<file path="config.mk">
export PLATFORM = sky130hd
export DESIGN_NAME = busparity_engine
export DESIGN_NICKNAME = d
export VERILOG_FILES = /design/src/rtl/bp_pkg.sv /design/src/rtl/bp_parity_tree.sv /design/src/rtl/bp_phase_pipe.sv /design/src/rtl/bp_perr_fsm.sv /design/src/rtl/busparity_engine.sv
export SDC_FILE = /design/constraint.sdc
export NUM_CORES = 1
export LEC_CHECK = 0
export BUFFER_PORTS_ARGS = -buffer_cell sky130_fd_sc_hd__buf_2
export CAP_MARGIN = 40
export CORE_ASPECT_RATIO = 1.1
export CORE_UTILIZATION = 34
export DETAILED_ROUTE_END_ITERATION = 16
export GPL_TIMING_DRIVEN = 0
export HOLD_SLACK_MARGIN = 0.12
export PLACE_DENSITY = 0.74
export SETUP_SLACK_MARGIN = 0.4
export SYNTH_ARGS = -nofsm -noshare
export SYNTH_HDL_FRONTEND = slang
export SYNTH_SLANG_ARGS = --single-unit
</file>
<file path="constraint.sdc">
create_clock -name clk -period 1.1 [get_ports clk]
set_input_delay 0.055 -clock clk [delete_from_list [all_inputs] [get_ports clk]]
set_output_delay 0.055 -clock clk [all_outputs]
set_load 0.01 [all_outputs]
</file>
<file path="src/rtl/bp_pkg.sv">
package bp_pkg;
    localparam int unsigned BP_AD_W  = 32;
    localparam int unsigned BP_CBE_W = 4;

    typedef enum logic [1:0] {
        ST_IDLE       = 2'd0,
        ST_DRIVE_LOW  = 2'd1,
        ST_DRIVE_HIGH = 2'd2
    } perr_state_e;
endpackage

</file>
<file path="src/rtl/bp_parity_tree.sv">
module bp_parity_tree #(
    parameter int unsigned W = 36
) (
    input  logic [W-1:0] bits_i,
    output logic         odd_o
);
    always_comb begin
        odd_o = 1'b0;
        for (int i = 0; i < int'(W); i++) begin
            odd_o = odd_o ^ bits_i[i];
        end
    end
endmodule

</file>
<file path="src/rtl/bp_phase_pipe.sv">
module bp_phase_pipe #(
    parameter int unsigned AD_W  = 32,
    parameter int unsigned CBE_W = 4
) (
    input  logic             clk,
    input  logic             rst_n,
    input  logic [AD_W-1:0]  ad_i,
    input  logic [CBE_W-1:0] cbe_n_i,
    input  logic             addr_phase_i,
    input  logic             data_phase_i,
    input  logic             initiator_i,
    input  logic             write_i,
    input  logic             par_i,
    output logic             par_o,
    output logic             par_oe_o,
    output logic             err_o
);
    localparam int unsigned SPAN = AD_W + CBE_W;

    logic odd;
    logic drive_now;
    logic check_now;
    logic par_q;
    logic oe_q;
    logic chk_q;

    bp_parity_tree #(.W(SPAN)) u_tree (
        .bits_i ({cbe_n_i, ad_i}),
        .odd_o  (odd)
    );

    // Local agent owns AD: own address phases, initiator writes, target reads.
    assign drive_now = (addr_phase_i & initiator_i)
                     | (data_phase_i & (initiator_i == write_i));
    assign check_now = data_phase_i & ~initiator_i & write_i;

    always_ff @(posedge clk or negedge rst_n) begin
        if (!rst_n) begin
            par_q <= 1'b0;
            oe_q  <= 1'b0;
            chk_q <= 1'b0;
        end else begin
            par_q <= odd;
            oe_q  <= drive_now;
            chk_q <= check_now;
        end
    end

    assign par_o    = par_q;
    assign par_oe_o = oe_q;
    assign err_o    = chk_q & (par_i != par_q);

    AST_ADDR_DRIVE: assert property (@(posedge clk) disable iff (!rst_n)
        (addr_phase_i && initiator_i) |=> par_oe_o);
    AST_DATA_DRIVE: assert property (@(posedge clk) disable iff (!rst_n)
        (data_phase_i && (initiator_i == write_i)) |=> par_oe_o);
    AST_NO_SELF_CHECK: assert property (@(posedge clk) disable iff (!rst_n)
        (!(data_phase_i && !initiator_i && write_i)) |=> !err_o);
endmodule

</file>
<file path="src/rtl/bp_perr_fsm.sv">
module bp_perr_fsm
    import bp_pkg::*;
(
    input  logic clk,
    input  logic rst_n,
    input  logic err_i,
    input  logic perr_n_i,
    input  logic perr_resp_en_i,
    input  logic report_en_i,
    input  logic report_smi_i,
    input  logic status_clr_i,
    output logic perr_n_o,
    output logic perr_oe_o,
    output logic sts_o,
    output logic nmi_o,
    output logic smi_o
);
    perr_state_e state_q;
    perr_state_e state_d;
    logic        assert_err;
    logic        ext_ev;
    logic        report_ev;
    logic        sts_q;
    logic        nmi_q;
    logic        smi_q;

    assign assert_err = err_i & perr_resp_en_i;
    assign ext_ev     = ~perr_n_i & (state_q == ST_IDLE);
    assign report_ev  = err_i | ext_ev;

    always_ff @(posedge clk or negedge rst_n) begin
        if (!rst_n) state_q <= ST_IDLE;
        else        state_q <= state_d;
    end

    always_comb begin
        state_d = state_q;
        unique case (state_q)
            ST_IDLE:       if (assert_err) state_d = ST_DRIVE_LOW;
            ST_DRIVE_LOW:  state_d = assert_err ? ST_DRIVE_LOW : ST_DRIVE_HIGH;
            ST_DRIVE_HIGH: state_d = assert_err ? ST_DRIVE_LOW : ST_IDLE;
            default:       state_d = ST_IDLE;
        endcase
    end

    always_comb begin
        perr_oe_o = 1'b0;
        perr_n_o  = 1'b1;
        unique case (state_q)
            ST_IDLE:       begin perr_oe_o = 1'b0; perr_n_o = 1'b1; end
            ST_DRIVE_LOW:  begin perr_oe_o = 1'b1; perr_n_o = 1'b0; end
            ST_DRIVE_HIGH: begin perr_oe_o = 1'b1; perr_n_o = 1'b1; end
            default:       begin perr_oe_o = 1'b0; perr_n_o = 1'b1; end
        endcase
    end

    always_ff @(posedge clk or negedge rst_n) begin
        if (!rst_n) begin
            sts_q <= 1'b0;
            nmi_q <= 1'b0;
            smi_q <= 1'b0;
        end else begin
            sts_q <= err_i | (sts_q & ~status_clr_i);
            nmi_q <= report_ev & report_en_i & ~report_smi_i;
            smi_q <= report_ev & report_en_i & report_smi_i;
        end
    end

    assign sts_o = sts_q;
    assign nmi_o = nmi_q;
    assign smi_o = smi_q;

    AST_LOW_THEN_HIGH: assert property (@(posedge clk) disable iff (!rst_n)
        (state_q == ST_DRIVE_LOW) |=> perr_oe_o);
    AST_PERR_GATED: assert property (@(posedge clk) disable iff (!rst_n)
        (!perr_resp_en_i && state_q == ST_IDLE) |=> (state_q == ST_IDLE));
    AST_STS_STICKY: assert property (@(posedge clk) disable iff (!rst_n)
        (sts_o && !status_clr_i) |=> sts_o);
    AST_REQ_EXCLUSIVE: assert property (@(posedge clk) disable iff (!rst_n)
        $onehot0({nmi_o, smi_o}));
    AST_REQ_GATED: assert property (@(posedge clk) disable iff (!rst_n)
        !report_en_i |=> (!nmi_o && !smi_o));
endmodule

</file>
<file path="src/rtl/busparity_engine.sv">
module busparity_engine #(
    parameter int unsigned AD_W  = bp_pkg::BP_AD_W,
    parameter int unsigned CBE_W = bp_pkg::BP_CBE_W
) (
    input  logic             clk,
    input  logic             rst_n,
    input  logic [AD_W-1:0]  ad_i,
    input  logic [CBE_W-1:0] cbe_n_i,
    input  logic             addr_phase_i,
    input  logic             data_phase_i,
    input  logic             initiator_i,
    input  logic             write_i,
    input  logic             par_i,
    input  logic             perr_n_i,
    input  logic             perr_resp_en_i,
    input  logic             report_en_i,
    input  logic             report_smi_i,
    input  logic             status_clr_i,
    output logic             par_o,
    output logic             par_oe_o,
    output logic             perr_n_o,
    output logic             perr_oe_o,
    output logic             parerr_sts_o,
    output logic             nmi_req_o,
    output logic             smi_req_o
);
    logic check_err;

    bp_phase_pipe #(.AD_W(AD_W), .CBE_W(CBE_W)) u_pipe (
        .clk          (clk),
        .rst_n        (rst_n),
        .ad_i         (ad_i),
        .cbe_n_i      (cbe_n_i),
        .addr_phase_i (addr_phase_i),
        .data_phase_i (data_phase_i),
        .initiator_i  (initiator_i),
        .write_i      (write_i),
        .par_i        (par_i),
        .par_o        (par_o),
        .par_oe_o     (par_oe_o),
        .err_o        (check_err)
    );

    bp_perr_fsm u_fsm (
        .clk            (clk),
        .rst_n          (rst_n),
        .err_i          (check_err),
        .perr_n_i       (perr_n_i),
        .perr_resp_en_i (perr_resp_en_i),
        .report_en_i    (report_en_i),
        .report_smi_i   (report_smi_i),
        .status_clr_i   (status_clr_i),
        .perr_n_o       (perr_n_o),
        .perr_oe_o      (perr_oe_o),
        .sts_o          (parerr_sts_o),
        .nmi_o          (nmi_req_o),
        .smi_o          (smi_req_o)
    );

    AST_STS_NEEDS_CHECK: assert property (@(posedge clk) disable iff (!rst_n)
        (!parerr_sts_o && !check_err) |=> !parerr_sts_o);
endmodule

</file>
After elaboration in Yosys (flattened, before gate mapping)
Cells that the tools add are included. W data, S select, Z words.

Output and inout bits: 7. Flip-flop bits (word level): 8.

Bitwise logic cells: 53. Reduce and logical (&&, ||, !) cells: 2. Muxes and demuxes: 6. Eq/ne operators: 5.

Operator list (count): $xor A1 B1 Y1 (35); $and A1 B1 Y1 (11); $pmux W2 S3 (1); $mux W2 (2); $not A1 Y1 (4); $mux W1 (3); $or A1 B1 Y1 (3); $eq A2 B1 Y1 const B (1); $eq A2 B2 Y1 const B (1); $logic_not A2 Y1 (1); $ne A2 B1 Y1 const B (1); $reduce_or A2 Y1 (1); $eq A1 B1 Y1 (1); $ne A1 B1 Y1 (1).

Depth between registers and ports, before layout
Depth after elaboration: 35. Gate-level depth with buffers: 6. Depth with buffers taken out: 6.

Modules after synthesis
Synthesis repeated with hierarchy kept, for this count alone.

Cells, all modules: 71. Area, all modules: 701.9 sq um.

Modules (own cells, without submodules): bp_parity_tree (seq. area each 0.0 sq um, area an instance 311.5 sq um, times used 1, cells an instance 34); bp_perr_fsm (seq. area each 125.1 sq um, area an instance 271.5 sq um, times used 1, cells an instance 27); bp_phase_pipe (seq. area each 75.1 sq um, area an instance 118.9 sq um, times used 1, cells an instance 10).

Least setup slack after synthesis
No wires, ideal clock.

Kind: input -> register. From: in ad_i[27]. To: reg u_pipe.par_q (netlist: u_pipe.par_o). Slack: -63 ps. Stages on the path: 5. Buffers on the path: 0. Data arrival time: 1041 ps. Path through: xor2_1 > xnor2_1 > xnor2_1 > xnor3_1 > xnor2_1.

Cells in the longest elaborated chain, start to end: 9.

RTL lines: from (decl) (line busparity_engine.sv:7) `input logic [AD_W-1:0] ad_i,`; $xor A1 B1 Y1 (9 in series) (line bp_parity_tree.sv:10) `odd_o = odd_o ^ bits_i[i];`; net u_pipe.odd (line bp_phase_pipe.sv:20) `logic odd;`; to (signal assigned) (line bp_phase_pipe.sv:39) `par_q <= 1'b0;`; to (signal assigned) (line bp_phase_pipe.sv:43) `par_q <= odd;`; to (decl) (line bp_phase_pipe.sv:23) `logic par_q;`.

The timed path passes the listed nets, and every way through them passes these cells. A chain may end at the register's enable or synchronous reset.

Worst setup path after layout
From: reg u_fsm.state_q[1]. To: out perr_oe_o.

Cells in the longest elaborated chain, start to end: 3.

RTL lines: from (decl) (line bp_perr_fsm.sv:18) `perr_state_e state_q;`; from (signal assigned) (line bp_perr_fsm.sv:33) `else state_q <= state_d;`; $eq A2 B1 Y1 / $eq A2 B2 Y1 (equally long branches) (line bp_perr_fsm.sv:49) `unique case (state_q)`; $reduce_or A2 Y1 (no line) *; $mux W1 * (line bp_perr_fsm.sv:49); to (decl) (line busparity_engine.sv:22) `output logic perr_oe_o,`.

Mark *: on every way between the ends. The rest lies on a longest branch, timed or not.

==> impl_metrics.toml <==
[run_status]
status = "finished, violations left"
violations = "negative setup slack"

[flow_run]
maxCapViolCount = 0

[yosys]
synth_fp_nets = 123
ys_ff_latch = 8
synthCells = 71
syn-cell-area_sq_um = 684
synth.avg_cell_area_sq_um = 9.64
ys_warn_count = 0
synth.distinct_cells = 17
yosysSeqAreaShare_pct = 29.3

[sta]
drv_slew = 0
fin_crit_ns = 1.13
finClkSkew_ns = 0.00496
finalSetupViolations = 3
period_share_pct = 103
tightest_slew_ns = 0.192
report.final.hold_viol_count = 0
worst_hold_slack_ns = 0.00666
max_clock_freq_mhz = 881
final.setup.worst_slack_ns = -0.0348
relSlewSlack_pct = 87.1
rsz0062_at_grt = "true"

[route]
vias = 711
drc_errors = 0
drt-initial-drc-count = 2
ant_nets = 0
drt_wl_total_microns = 1590
routed_via_density = 4.34
route.detailed.wl_per_inst_microns = 9.68
first_pass_iters = 2

[finish]
fin_util_pct = 67.1
num-fill-cells = 150
area_growth_pct = 80.4
final_nets = 191
final_cell_mix = "buf_2, xnor2_1, dfrtp_1"
multi_input_area_sq_um = 566
regArea_sq_um = 201
final_layout_size_suffix_gt1_share_pct = 60.6
design_area_sq_mm = 0.00123
final_common_cell = "buf_2"
antenna_cells = 0

[placement]
portBuffers = 54
placed_area_sq_mm = 0.00103
gp_congestion = 0.621
dp_hpwl_microns = 1150

[setup_path]
crit_type = "flip-flop to output port"
crit_required_ns = 1.04
critPathCaptureType = "output port"
start_kind = "flip-flop"
cp.arrival_ns = 1.08
reg2reg_depth = 6
critPathMaxFanout = 3

[clock_tree]
tritoncts = "done"
htree_num_levels = 1
cts_sinks = 8
hold_buffers = 6
cts_max_path_buffers = 2
clk_pin_slew_ns = 0.05
cts_made_buffers = 3
clk_latency_ns = 0.24
cts_root_buf = "clkbuf_4"

[floorplanning]
core_sq_mm = 0.00184
pin_count = 55
die_w_microns = 44.8
die_h_microns = 49.1
num_rows = 16
die_area_sq_mm = 0.00220
start_util_pct = 37.2

[grt]
grt_util_all_layers_pct = 15.9
antenna_found_initial = 0
grt_pass1_vias = 661
grt_max_degree = 9
grt_pass1_wl_microns = 2470
overflow = 0

[pwr]
pwr-share-clk_pct = 11.5
seqPwrFrac_pct = 23.8
pwr_density_cell_mw_per_mm2 = 1460
power_frac_comb_pct = 64.7
switching_share_pct = 34.2
p_sw_w = 0.000615
internal-power_w = 0.00119
p_leak_nw = 0.623
peakVddDrop_mv = 0.712

[min_path]
min_path_cells = 2
worstHoldPathType = "primary input to flip-flop"
sequential cells by signal, summed over array words and instances (netlist names):
signal           flops
u_pipe.par_o         1
u_fsm.smi_o          1
u_fsm.nmi_o          1
u_fsm.state_q        2
u_pipe.chk_q         1
u_fsm.sts_o          1
u_pipe.par_oe_o      1
repair_timing:
action,CTS,global route
endpoints found under the hold margin,15,3
setup endpoints to repair,13,15
gates resized for setup,17,4
setup buffers,3,1
pin swaps,10,6
gates cloned,0,0
power by group through the flow:
stage / combinational, W / sequential [W] / clock (W)
6_report: 0.00117 / 0.000429 / 0.000207
3_5_place_dp: 0.000897 / 0.000434 / 0
3_3_place_gp: 0.000883 / 0.000430 / 0
4_1_cts: 0.00115 / 0.000430 / 0.000216
5_1_grt: 0.00127 / 0.000439 / 0.000243
2_1_floorplan: 0.000651 / 0.000444 / 0
synthesized netlist by cell type (all sizes together):
cell type   n  area, sq um
a21o        1         7.51
a21oi       3         15.0
a31oi       1         6.26
and2        1         6.26
dfrtp       8          200
ha          4         50.1
inv         7         26.3
nand2       2         7.51
nand3       1         5.00
nor2        3         11.3
nor2b       1         6.26
nor3        2         10.0
o21ai       1         5.00
o31ai       1         7.51
xnor2      29          254
xnor3       1         22.5
xor2        5         43.8
layer usage:
layer,share of wire [%],vias up,GRT usage [%]
li1,-,360,-
met1,32,308,12.8
met2,60,39,32.8
met3,6.7,4,4.44
met4,0.76,0,6.06
met5,0,-,0
cell type report:
| type | count | area share, % |
|---|---|---|
| clock buffers | 3 | 1.82 |
| flip-flops and latches | 8 | 16.3 |
| multi-input cells | 56 | 45.8 |
| repair buffers | 63 | 31.2 |
| inverters | 7 | 2.13 |
| well taps | 27 | 2.74 |
path summary, 6_finish.rpt:
| path | start | endpoint | slack [ns] |
|---|---|---|---|
| min in group asynchronous | rst_n | u_fsm.smi_o$_DFF_PN0_ | 0.18 |
| max in group asynchronous | rst_n | u_fsm.state_q[0]$_DFFE_PN0P_ | 0.73 |
| min reg2reg | u_fsm.sts_o$_DFF_PN0_ | u_fsm.sts_o$_DFF_PN0_ | 0.48 |
| min | initiator_i | u_pipe.chk_q$_DFF_PN0_ | 0.007 |
| max reg2reg | u_fsm.state_q[1]$_DFFE_PN0P_ | u_fsm.state_q[1]$_DFFE_PN0P_ | -0.03 |
| max | u_fsm.state_q[1]$_DFFE_PN0P_ | perr_oe_o | -0.03 |
kinds of logic after synthesis:
family | after synthesis | share of synthesized area, %
XOR/XNOR | 35 | 46.8
AND/OR/NAND/NOR | 10 | 6.76
flip-flops | 8 | 29.3
AO/OA/AOI/OAI | 7 | 6.03
buffers and inverters | 7 | 3.84
adder cells (fa/ha/maj) | 4 | 7.31
worst max-delay path, stage by stage, from the launching register on:
cell	delay, ns
dfrtp_1	0.40
inv_2	0.11
ha_4	0.21
buf_6	0.11
per-stage QoR:
step | setup TNS (ns) | total power (W) | cells | setup slack (ns)
6_report | -0.0807 | 0.00180 | 164 | -0.0348
5_1_grt | -0.293 | 0.00195 | 164 | -0.0866
3_5_place_dp | -0.525 | 0.00133 | 152 | -0.265
3_3_place_gp | -0.336 | 0.00131 | 152 | -0.228
4_1_cts | -0.0694 | 0.00180 | 164 | -0.0460
2_1_floorplan | -0.0461 | 0.00110 | 71 | -0.0461
Note: power is estimated with default switching activity, not from simulation.
